## src/rtl/bsort_pkg.sv

```systemverilog
`timescale 1ns/1ps
package bsort_pkg;
  localparam int REG_CTRL = 0;
  localparam int REG_BASE = 1;
  localparam int REG_LEN  = 2;
  localparam int WORD_SHIFT = 2;

  typedef enum logic [2:0] {
    ST_IDLE, ST_FIRST0, ST_FIRST1, ST_BUB0, ST_BUB1, ST_LAST
  } sort_state_e;
endpackage

```

## src/rtl/bsort_cfg.sv

```systemverilog
`timescale 1ns/1ps
module bsort_cfg import bsort_pkg::*; #(
  parameter int DATA_W = 32,
  parameter int RIDX_W = 2
) (
  input  logic              clk_i,
  input  logic              rst_ni,
  input  logic              busy_i,
  input  logic              hreq_valid_i,
  output logic              hreq_ready_o,
  input  logic              hreq_wr_i,
  input  logic [RIDX_W-1:0] hreq_idx_i,
  input  logic [DATA_W-1:0] hreq_data_i,
  output logic              hrsp_valid_o,
  input  logic              hrsp_ready_i,
  output logic              hrsp_wr_o,
  output logic [DATA_W-1:0] hrsp_data_o,
  output logic [DATA_W-1:0] base_o,
  output logic [DATA_W-1:0] len_o,
  output logic              start_o
);
  logic fire, is_ctrl;
  logic [DATA_W-1:0] base_q, len_q;

  assign hreq_ready_o = !busy_i && !hrsp_valid_o;
  assign fire         = hreq_valid_i && hreq_ready_o;
  assign is_ctrl      = hreq_idx_i == RIDX_W'(REG_CTRL);
  // short arrays are already sorted: ack only
  assign start_o      = fire && hreq_wr_i && is_ctrl && (len_q >= DATA_W'(2));
  assign base_o       = base_q;
  assign len_o        = len_q;

  always_ff @(posedge clk_i or negedge rst_ni) begin
    if (!rst_ni) begin
      base_q       <= '0;
      len_q        <= '0;
      hrsp_valid_o <= 1'b0;
      hrsp_wr_o    <= 1'b0;
      hrsp_data_o  <= '0;
    end else begin
      if (hrsp_valid_o && hrsp_ready_i) hrsp_valid_o <= 1'b0;
      if (fire) begin
        hrsp_valid_o <= 1'b1;
        hrsp_wr_o    <= hreq_wr_i;
        hrsp_data_o  <= (!hreq_wr_i && is_ctrl) ? DATA_W'(1) : '0;
        if (hreq_wr_i && hreq_idx_i == RIDX_W'(REG_BASE)) base_q <= hreq_data_i;
        if (hreq_wr_i && hreq_idx_i == RIDX_W'(REG_LEN))  len_q  <= hreq_data_i;
      end
    end
  end
endmodule

```

## src/rtl/bsort_agen.sv

```systemverilog
`timescale 1ns/1ps
module bsort_agen import bsort_pkg::*; #(
  parameter int DATA_W = 32
) (
  input  logic [DATA_W-1:0] base_i,
  input  logic [DATA_W-1:0] idx_i,
  input  logic              back_i,
  output logic [DATA_W-1:0] addr_o
);
  localparam logic [DATA_W-1:0] WORD_BYTES = DATA_W'(1) << WORD_SHIFT;
  assign addr_o = base_i + (idx_i << WORD_SHIFT) - (back_i ? WORD_BYTES : '0);
endmodule

```

## src/rtl/bsort_fsm.sv

```systemverilog
`timescale 1ns/1ps
module bsort_fsm import bsort_pkg::*; #(
  parameter int DATA_W = 32
) (
  input  logic              clk_i,
  input  logic              rst_ni,
  input  logic              start_i,
  input  logic [DATA_W-1:0] len_i,
  input  logic [DATA_W-1:0] addr_i,
  output logic [DATA_W-1:0] agen_idx_o,
  output logic              agen_back_o,
  output logic              busy_o,
  output logic              mreq_valid_o,
  input  logic              mreq_ready_i,
  output logic              mreq_wr_o,
  output logic [DATA_W-1:0] mreq_addr_o,
  output logic [DATA_W-1:0] mreq_data_o,
  input  logic              mrsp_valid_i,
  output logic              mrsp_ready_o,
  input  logic [DATA_W-1:0] mrsp_data_i
);
  sort_state_e state_q;
  logic [DATA_W-1:0] hold_q, inner_q, outer_q;
  logic [DATA_W-1:0] inner_inc, outer_inc, big_v, small_v;
  logic wait_rsp, rsp_fire, more_inner, more_outer, keep_hold;

  always_comb begin
    wait_rsp     = state_q inside {ST_FIRST1, ST_BUB0, ST_BUB1, ST_LAST};
    mrsp_ready_o = wait_rsp && !mreq_valid_o;
    rsp_fire     = mrsp_valid_i && mrsp_ready_o;
    inner_inc    = inner_q + DATA_W'(1);
    outer_inc    = outer_q + DATA_W'(1);
    more_inner   = inner_inc < len_i;
    more_outer   = outer_inc < len_i;
    keep_hold    = hold_q > mrsp_data_i;
    big_v        = keep_hold ? hold_q : mrsp_data_i;
    small_v      = keep_hold ? mrsp_data_i : hold_q;
    agen_idx_o   = '0;
    agen_back_o  = 1'b0;
    case (state_q)
      ST_FIRST1: agen_idx_o = inner_q;
      ST_BUB0: begin
        agen_idx_o  = inner_q;
        agen_back_o = 1'b1;
      end
      ST_BUB1: begin
        agen_idx_o  = inner_inc;
        agen_back_o = !more_inner;
      end
      default: agen_idx_o = '0;
    endcase
  end

  assign busy_o = state_q != ST_IDLE;

  always_ff @(posedge clk_i or negedge rst_ni) begin
    if (!rst_ni) begin
      state_q      <= ST_IDLE;
      hold_q       <= '0;
      inner_q      <= '0;
      outer_q      <= '0;
      mreq_valid_o <= 1'b0;
      mreq_wr_o    <= 1'b0;
      mreq_addr_o  <= '0;
      mreq_data_o  <= '0;
    end else begin
      if (mreq_valid_o && mreq_ready_i) mreq_valid_o <= 1'b0;
      case (state_q)
        ST_IDLE: if (start_i) begin
          outer_q <= '0;
          state_q <= ST_FIRST0;
        end
        ST_FIRST0: if (!mreq_valid_o) begin
          mreq_valid_o <= 1'b1;
          mreq_wr_o    <= 1'b0;
          mreq_addr_o  <= addr_i;
          inner_q      <= DATA_W'(1);
          state_q      <= ST_FIRST1;
        end
        ST_FIRST1: if (rsp_fire) begin
          hold_q       <= mrsp_data_i;
          mreq_valid_o <= 1'b1;
          mreq_wr_o    <= 1'b0;
          mreq_addr_o  <= addr_i;
          state_q      <= ST_BUB0;
        end
        ST_BUB0: if (rsp_fire) begin
          hold_q       <= big_v;
          mreq_valid_o <= 1'b1;
          mreq_wr_o    <= 1'b1;
          mreq_addr_o  <= addr_i;
          mreq_data_o  <= small_v;
          state_q      <= ST_BUB1;
        end
        ST_BUB1: if (rsp_fire) begin
          inner_q      <= inner_inc;
          mreq_valid_o <= 1'b1;
          mreq_addr_o  <= addr_i;
          if (more_inner) begin
            mreq_wr_o <= 1'b0;
            state_q   <= ST_BUB0;
          end else begin
            mreq_wr_o   <= 1'b1;
            mreq_data_o <= hold_q;
            state_q     <= ST_LAST;
          end
        end
        ST_LAST: if (rsp_fire) begin
          outer_q <= outer_inc;
          if (more_outer) begin
            mreq_valid_o <= 1'b1;
            mreq_wr_o    <= 1'b0;
            mreq_addr_o  <= addr_i;
            inner_q      <= DATA_W'(1);
            state_q      <= ST_FIRST1;
          end else begin
            state_q <= ST_IDLE;
          end
        end
        default: state_q <= ST_IDLE;
      endcase
    end
  end
endmodule

```

## src/rtl/bsort_accel.sv

```systemverilog
`timescale 1ns/1ps
module bsort_accel import bsort_pkg::*; #(
  parameter int DATA_W = 32,
  parameter int RIDX_W = 2
) (
  input  logic              clk_i,
  input  logic              rst_ni,
  input  logic              hreq_valid_i,
  output logic              hreq_ready_o,
  input  logic              hreq_wr_i,
  input  logic [RIDX_W-1:0] hreq_idx_i,
  input  logic [DATA_W-1:0] hreq_data_i,
  output logic              hrsp_valid_o,
  input  logic              hrsp_ready_i,
  output logic              hrsp_wr_o,
  output logic [DATA_W-1:0] hrsp_data_o,
  output logic              mreq_valid_o,
  input  logic              mreq_ready_i,
  output logic              mreq_wr_o,
  output logic [DATA_W-1:0] mreq_addr_o,
  output logic [DATA_W-1:0] mreq_data_o,
  input  logic              mrsp_valid_i,
  output logic              mrsp_ready_o,
  input  logic [DATA_W-1:0] mrsp_data_i
);
  logic              busy, start, agen_back;
  logic [DATA_W-1:0] base, len, agen_idx, agen_addr;

  bsort_cfg #(.DATA_W(DATA_W), .RIDX_W(RIDX_W)) u_cfg (
    .clk_i, .rst_ni, .busy_i(busy),
    .hreq_valid_i, .hreq_ready_o, .hreq_wr_i, .hreq_idx_i, .hreq_data_i,
    .hrsp_valid_o, .hrsp_ready_i, .hrsp_wr_o, .hrsp_data_o,
    .base_o(base), .len_o(len), .start_o(start)
  );

  bsort_agen #(.DATA_W(DATA_W)) u_agen (
    .base_i(base), .idx_i(agen_idx), .back_i(agen_back), .addr_o(agen_addr)
  );

  bsort_fsm #(.DATA_W(DATA_W)) u_fsm (
    .clk_i, .rst_ni, .start_i(start), .len_i(len), .addr_i(agen_addr),
    .agen_idx_o(agen_idx), .agen_back_o(agen_back), .busy_o(busy),
    .mreq_valid_o, .mreq_ready_i, .mreq_wr_o, .mreq_addr_o, .mreq_data_o,
    .mrsp_valid_i, .mrsp_ready_o, .mrsp_data_i
  );
endmodule


```

## config.mk

```make
export PLATFORM = sky130hd
export DESIGN_NAME = bsort_accel
export DESIGN_NICKNAME = d
export VERILOG_FILES = /design/src/rtl/bsort_pkg.sv /design/src/rtl/bsort_cfg.sv /design/src/rtl/bsort_agen.sv /design/src/rtl/bsort_fsm.sv /design/src/rtl/bsort_accel.sv
export SDC_FILE = /design/constraint.sdc
export NUM_CORES = 1
export LEC_CHECK = 0
export BUFFER_PORTS_ARGS = -buffer_cell sky130_fd_sc_hd__buf_2
export CORE_AREA = 2 2 235 237
export DETAILED_ROUTE_END_ITERATION = 8
export DIE_AREA = 0 0 237 239
export GPL_ROUTABILITY_DRIVEN = 0
export MAX_ROUTING_LAYER = met4
export PLACE_DENSITY = 0.49
export SLEW_MARGIN = 20
export SYNTH_ARGS = -nofsm -noshare
export SYNTH_HDL_FRONTEND = slang
export SYNTH_HIERARCHICAL = 1
export SYNTH_SLANG_ARGS = --single-unit
```

## constraint.sdc

```tcl
create_clock -name clk_i -period 8.82 [get_ports clk_i]
set_input_delay 1.323 -clock clk_i [delete_from_list [all_inputs] [get_ports clk_i]]
set_output_delay 1.323 -clock clk_i [all_outputs]
set_load 0.03 [all_outputs]
```

==> results.md, run 1 <==
- Max Freq: roughly 0.14 GHz
- Clock power frac: between 10% and 20%
- Max-cap violation count: 0
- Synth-to-Final Area Change: 14.3%
- Post-CTS sizing: 0
- I/O Pins: around 180
- Worst slew pin tran: between 0.9 and 1 ns
- Crit path buf inv count: 1
- HPWL Detailed: around 30000 um
- CP endpoint kind: flop
- Arr. time, crit path: 7.48 ns
- Port bufs: 143
- Internal power: 3.98 mW
- Global-route wire length before repair: roughly 65000 um
- VDD IR-drop max: roughly 200 uV
- Num rows: 86
- Syn_area_per_cell: between 9 and 10 um2
- Final min period: between 7 and 8 ns
- Max clock buf depth: 3
- ANT nets after route: 0
- Critical path required time: 9.23 ns
- Clock Skews: between 0.03 and 0.04 ns
- Switch Pwr: 3.09 mW
- Clock H-tree levels: 2
- Sw Share: 43.7%
- Aggregate global-route resource usage: approximately 15%
- Fin. Hold Viols: 0
- Slowest cell on the critical path: o31ai_1
- Root Driver: clkbuf_16
- Largest delay contributor family on the critical path: compound AO/OA/AOI/OAI gates
- Cell mode on critical path: ha_1
- Post-CTS Repair Setup Buffers: 0
- Worst reg2reg startpoint: u_fsm/inner_q[0]
- Startpoint Class: flop
- Clock Latency Late Sink: ~0.53 ns
- Total Wirelength: 40900 um
- Largest net degree at the start of global routing: roughly 130
- Syn Inst Count: about 1700
- Initial core utilization: between 20% and 30%
- Pwr per Cell Area: 385 nW/um2
- Clk slew on worst S/H paths: 0.06 ns
- Pre-CTS setup slack: ~1.9 ns
- Power share of the combinational group: between 50% and 60%
- Hold Path Origin: u_fsm/mreq_wr_o
- Post-Layout Inst Area: between 15000 and 20000 um2
- Vias in the first global route: around 12000
- Worst setup margin: between 1.5 and 2 ns
- Clock Sinks: between 200 and 250
- Die height: ~240 um
- P_leak: 9.38 nW
- DRT iter0 DRCs: 724
- RSZ-0062 raised after global routing: false
- Setup CP Type: reg -> reg
- Core footprint: around 54000 um2
- Die W: between 200 and 250 um
- Pins over their slew limit: 0
- DRC viols: 0
- Placed instance area: ~17000 um2
- Part of the cycle the worst path needs: 80.1%
- YS warnings: 6
- Drt wl/cell: 16.4 um
- Via-to-Cell Ratio: between 4 and 5
- Proportion of layout cells with a drive suffix above 1: between 20% and 30%
- TritonRoute pass-1 iters: 5
- TNS Setup: 0 ns
- TritonCTS buffer count: 34
- Fillers: between 5000 and 6000
- Initial antenna violation count: 1
- TritonCTS clock tree: yes
- Via count: 12100
- Worst rel slew slack: 34.7%
- Critical Path Fanout Max: 8
- Seq pwr share: 25.1%
- Final nets: roughly 2000
- CP startpoint: u_fsm/inner_q[0]
- Run status: complete, no violations
- Worst hold path class: reg -> reg
- Die Area: between 50000 and 60000 um2
- Final Setup Violations: 0
- Slowest cell delay on critical path: around 0.7 ns
- GRT Residual Overflow: 0
- # hold bufs at CTS: 0
- Synthesized area: 16100 um2
state kept, by name (all words and copies together), names as in the netlist:
register / count
u_cfg/base_o: 32
u_cfg/hrsp_data_o: 1
u_cfg/hrsp_valid_o: 1
u_cfg/hrsp_wr_o: 1
u_cfg/len_o: 32
u_fsm/hold_q: 32
u_fsm/inner_q: 32
u_fsm/mreq_addr_o: 32
u_fsm/mreq_data_o: 32
u_fsm/mreq_valid_o: 1
u_fsm/mreq_wr_o: 1
u_fsm/outer_q: 32
u_fsm/state_q: 3
final cells by class:
cell class	instances	area [um2]	area share (%)
clock inverter	9	104	0.566
tap	704	881	4.80
multi-input combinational	1158	9060	49.4
antenna	1	2.50	0.0136
sequential	232	5810	31.6
clock buffer	46	957	5.21
inverter	198	743	4.05
timing repair buffer	152	806	4.39
power by group through the flow:
stage / Sequential [mW] / Combinational [mW] / Clock, mW
2_1_floorplan: 2.02 / 2.79 / 0
3_3_place_gp: 1.78 / 3.94 / 0
3_5_place_dp: 1.79 / 3.97 / 0
4_1_cts: 1.78 / 3.99 / 1.38
5_1_grt: 1.83 / 4.39 / 1.42
6_report: 1.78 / 3.96 / 1.33
placed cells by master, fill, tap and decap left out, types with 8 or more instances in the layout:
master,count
nand3_1,37
xnor2_1,54
a21o_1,56
ha_1,154
xor2_1,34
nor2_1,97
dfrtp_1,232
nor4_1,8
buf_2,142
nand4_1,26
and2_1,30
inv_1,198
a22o_1,20
conb_1,31
nand2_1,91
nor3_1,11
nor2b_1,9
clkbuf_16,35
mux2_4,34
and3_1,21
mux2i_1,33
a21oi_1,106
mux2_2,113
o21ai_0,60
o31ai_1,10
buf_4,8
a31oi_1,17
worst paths after layout:
| path | endpoint | slack, ns | depth (start not counted) |
|---|---|---|---|
| worst max-delay path | u_fsm/mreq_addr_o[26] | 1.76 | 25 |
| worst min-delay path | u_fsm/mreq_wr_o | 0.48 | 1 |
| worst max register to register | u_fsm/mreq_addr_o[26] | 1.76 | 25 |
| worst min register to register | u_fsm/mreq_wr_o | 0.48 | 1 |
| max in group asynchronous | u_cfg/base_o[3] | 6.67 | 2 |
| min in group asynchronous | u_fsm/mreq_data_o[13] | 0.87 | 1 |
per-stage QoR:
stage	hold slack [ns]	total power [mW]	instances	utilization (%)
after floorplan	0.466	4.81	1681	-
after global placement	0.457	5.73	2444	31.8
after detailed placement	0.463	5.76	2444	31.8
after CTS	0.485	7.16	2499	33.8
after global routing	0.508	7.65	2500	33.8
final	0.479	7.07	2500	33.8
metal layers:
| layer | GRT usage, % | share of wire, % |
|---|---|---|
| met1 | 19.3 | 46 |
| met2 | 23.6 | 46 |
| met3 | 2.76 | 4.7 |
| met4 | 4.60 | 2.5 |
| met5 | - | 0 |
Power figures use the tool's default switching activity.
==> inputs of run 2 (changes only) <==
--- a/config.mk
+++ b/config.mk
@@ -5,10 +5,11 @@
 export SDC_FILE = /design/constraint.sdc
 export NUM_CORES = 1
 export LEC_CHECK = 0
+export ABC_AREA = 1
 export BUFFER_PORTS_ARGS = -buffer_cell sky130_fd_sc_hd__buf_2
-export CORE_AREA = 2 2 235 237
+export CORE_AREA = 2 2 245 247
 export DETAILED_ROUTE_END_ITERATION = 8
-export DIE_AREA = 0 0 237 239
+export DIE_AREA = 0 0 247 249
 export GPL_ROUTABILITY_DRIVEN = 0
 export MAX_ROUTING_LAYER = met4
 export PLACE_DENSITY = 0.49
==> constraint.sdc (replaced) <==
create_clock -name clk_i -period 7.25 [get_ports clk_i]
set_input_delay 1.0875 -clock clk_i [delete_from_list [all_inputs] [get_ports clk_i]]
set_output_delay 1.0875 -clock clk_i [all_outputs]
set_load 0.03 [all_outputs]
==> run 2 against run 1 <==
Against the previous run:
- area after synthesis is 8.7% higher
- clock skew is 0.024 ns higher
- worst setup slack better by 0.22 ns
- critical path depth is 7 higher
- count of clock-buffer cells in the layout is 3 lower
- power is 18% higher
- fmax is 34% higher
- hold slack worse by 0.017 ns
- sequential cell count stayed put
- global-route usage is 3.5 points higher
- critical endpoint is now u_fsm/mreq_addr_o[20]
- highest routed layer unchanged
==> results.md, run 2 <==
- CP endpoint kind: flop
- Final Setup Violations: 0
- Initial core utilization: 29.8%
- Clock Latency Late Sink: about 0.61 ns
- Power share of the combinational group: 57.8%
- Post-CTS Repair Setup Buffers: 0
- Fin. Hold Viols: 0
- TritonCTS buffer count: 30
- ANT nets after route: 0
- R2r worst-path depth: 32
- Synthesized area: about 17000 um2
- Largest net degree at the start of global routing: 120
- Startpoint Class: flop
- Most frequent cells in the layout: nand2_1, inv_1, dfrtp_1
- Fillers: approximately 6300
- FF/Latch Area: roughly 5800 um2
- Clock Sinks: about 230
- Core footprint: between 50000 and 60000 um2
- Max clock buf depth: 3
- Clock Skews: around 0.055 ns
- DRC viols: 0
- P_leak: 11.4 nW
- Vias in the first global route: about 16000
- Critical Path Fanout Max: 8
- HPWL Detailed: around 42000 um
- Syn Inst Count: 2583
- Max Freq: roughly 0.19 GHz
- DRT iter0 DRCs: 1142
- Slowest cell delay on critical path: about 0.5 ns
- TritonRoute pass-1 iters: 5
- Clock power frac: between 15 and 20%
- Die Area: 61500 um2
- TNS Setup: 0 ns
- Sw Share: 50.7%
- Clock H-tree levels: 1
- Num rows: 89
- Worst hold path class: reg -> reg
- Pwr per Cell Area: roughly 420 nW/um2
- Total Wirelength: between 50000 and 60000 um
- Worst setup margin: a little under 2 ns
- I/O Pins: 175
- Switch Pwr: roughly 4.2 mW
- Pre-CTS setup slack: ~2 ns
- Syn_area_per_cell: ~6.8 um2
- Run status: complete, no violations
- Post-CTS sizing: 0
- Setup CP Type: reg -> reg
- Slowest cell on the critical path: fa_1
- Reg-to-reg slack, setup: roughly 2 ns
- Min-Delay Endpoint: u_fsm/mreq_addr_o[8]
- Port bufs: around 140
- GRT Residual Overflow: 0
- Worst reg2reg startpoint: u_fsm/inner_q[0]
- Final nets: 2919
- Max-cap violation count: 0
- Initial antenna violation count: 3
- Worst rel slew slack: 32.2%
- Final min period: between 5 and 6 ns
- Clk slew on worst S/H paths: around 0.06 ns
- Part of the cycle the worst path needs: 72.8%
- Commonest non-fill, non-tap cell in the layout: nand2_1
- Cell mode on critical path: nand2_1
- Aggregate global-route resource usage: a little under a fifth
- Root Driver: clkbuf_16
- Critical path required time: between 7 and 8 ns
- VDD IR-drop max: 237 uV
- Arr. time, crit path: around 5.8 ns
- Multi-input logic area: about 9400 um2
- R2R Path End: u_fsm/mreq_addr_o[20]
- Worst slew pin tran: roughly 1 ns
- Pins over their slew limit: 0
- Internal power: a little over 4 mW
- Seq pwr share: between 20% and 30%
- # hold bufs at CTS: 0
- RSZ-0062 raised after global routing: false
- Drt wl/cell: 15.6 um
- Hold Path Origin: u_fsm/mreq_addr_o[8]
- Die W: about 250 um
- Hold Path Depth: 2
- Via-to-Cell Ratio: roughly 4.6
- Synth-to-Final Area Change: 12.7%
- TritonCTS clock tree: yes
- YS warnings: 6
- Die height: between 200 and 250 um
- Proportion of layout cells with a drive suffix above 1: under 10%
- Global-route wire length before repair: slightly below 90000 um
- Via count: around 16000
run 2: cell type report:
type | instances | share of cell area, %
Antenna cell | 3 | 0.0382
Clock buffer | 43 | 4.37
Clock inverter | 11 | 0.566
Inverter | 444 | 8.49
Multi-Input combinational cell | 1831 | 48.0
Sequential cell | 232 | 29.5
Tap cell | 773 | 4.92
Timing Repair Buffer | 152 | 4.10
run 2: power groups by stage:
stage,combinational [mW],clock (mW),sequential (mW)
after floorplan,3.27,0,2.29
after global placement,4.81,0,2.05
after detailed placement,4.85,0,2.06
after CTS,4.87,1.53,2.04
after global routing,5.54,1.59,2.10
final,4.82,1.48,2.04
run 2: metal layers:
metal | share of wire, % | global-route usage, % | wire (um) | vias to the layer above
met5 | 0 | - | 0 | -
met4 | 2.5 | 4.48 | 1350 | 0
met3 | 5.1 | 2.67 | 2790 | 74
met2 | 45 | 28.2 | 24400 | 374
met1 | 48 | 25.3 | 26000 | 7572
li1 | - | - | - | 8198
run 2: worst max-delay path by stage:
stage / slack (ns) / start / end
detailed placement: 2.00 / u_fsm/inner_q[0] / u_fsm/mreq_data_o[5]
global route: 1.35 / u_fsm/inner_q[0] / u_fsm/mreq_data_o[1]
CTS: 1.90 / u_fsm/inner_q[0] / u_fsm/mreq_data_o[5]
global placement: 2.12 / u_fsm/inner_q[0] / u_fsm/mreq_addr_o[28]
finish: 1.97 / u_fsm/inner_q[0] / u_fsm/mreq_addr_o[20]
floorplan: 3.11 / u_fsm/inner_q[0] / u_fsm/mreq_addr_o[31]
run 2: metrics by stage:
stage / instance area [um2] / cells / utilization, % / power [mW] / hold slack, ns
2_1_floorplan: 17600 / 2613 / - / 5.56 / 0.449
3_3_place_gp: 18700 / 3432 / 31.8 / 6.87 / 0.455
3_5_place_dp: 18700 / 3432 / 31.8 / 6.91 / 0.455
4_1_cts: 19700 / 3486 / 33.5 / 8.44 / 0.469
5_1_grt: 19700 / 3489 / 33.5 / 9.23 / 0.486
6_report: 19700 / 3489 / 33.5 / 8.34 / 0.462
run 2: worst max-delay path, delay by kind of cell, from the launching register on:
kind | cells | cell delay [ns]
simple gates | 18 | 2.12
compound gates | 4 | 0.59
buf+inv | 5 | 0.44
flops | 1 | 0.47
xor+xnor | 1 | 0.29
fa+ha+maj | 4 | 1.25
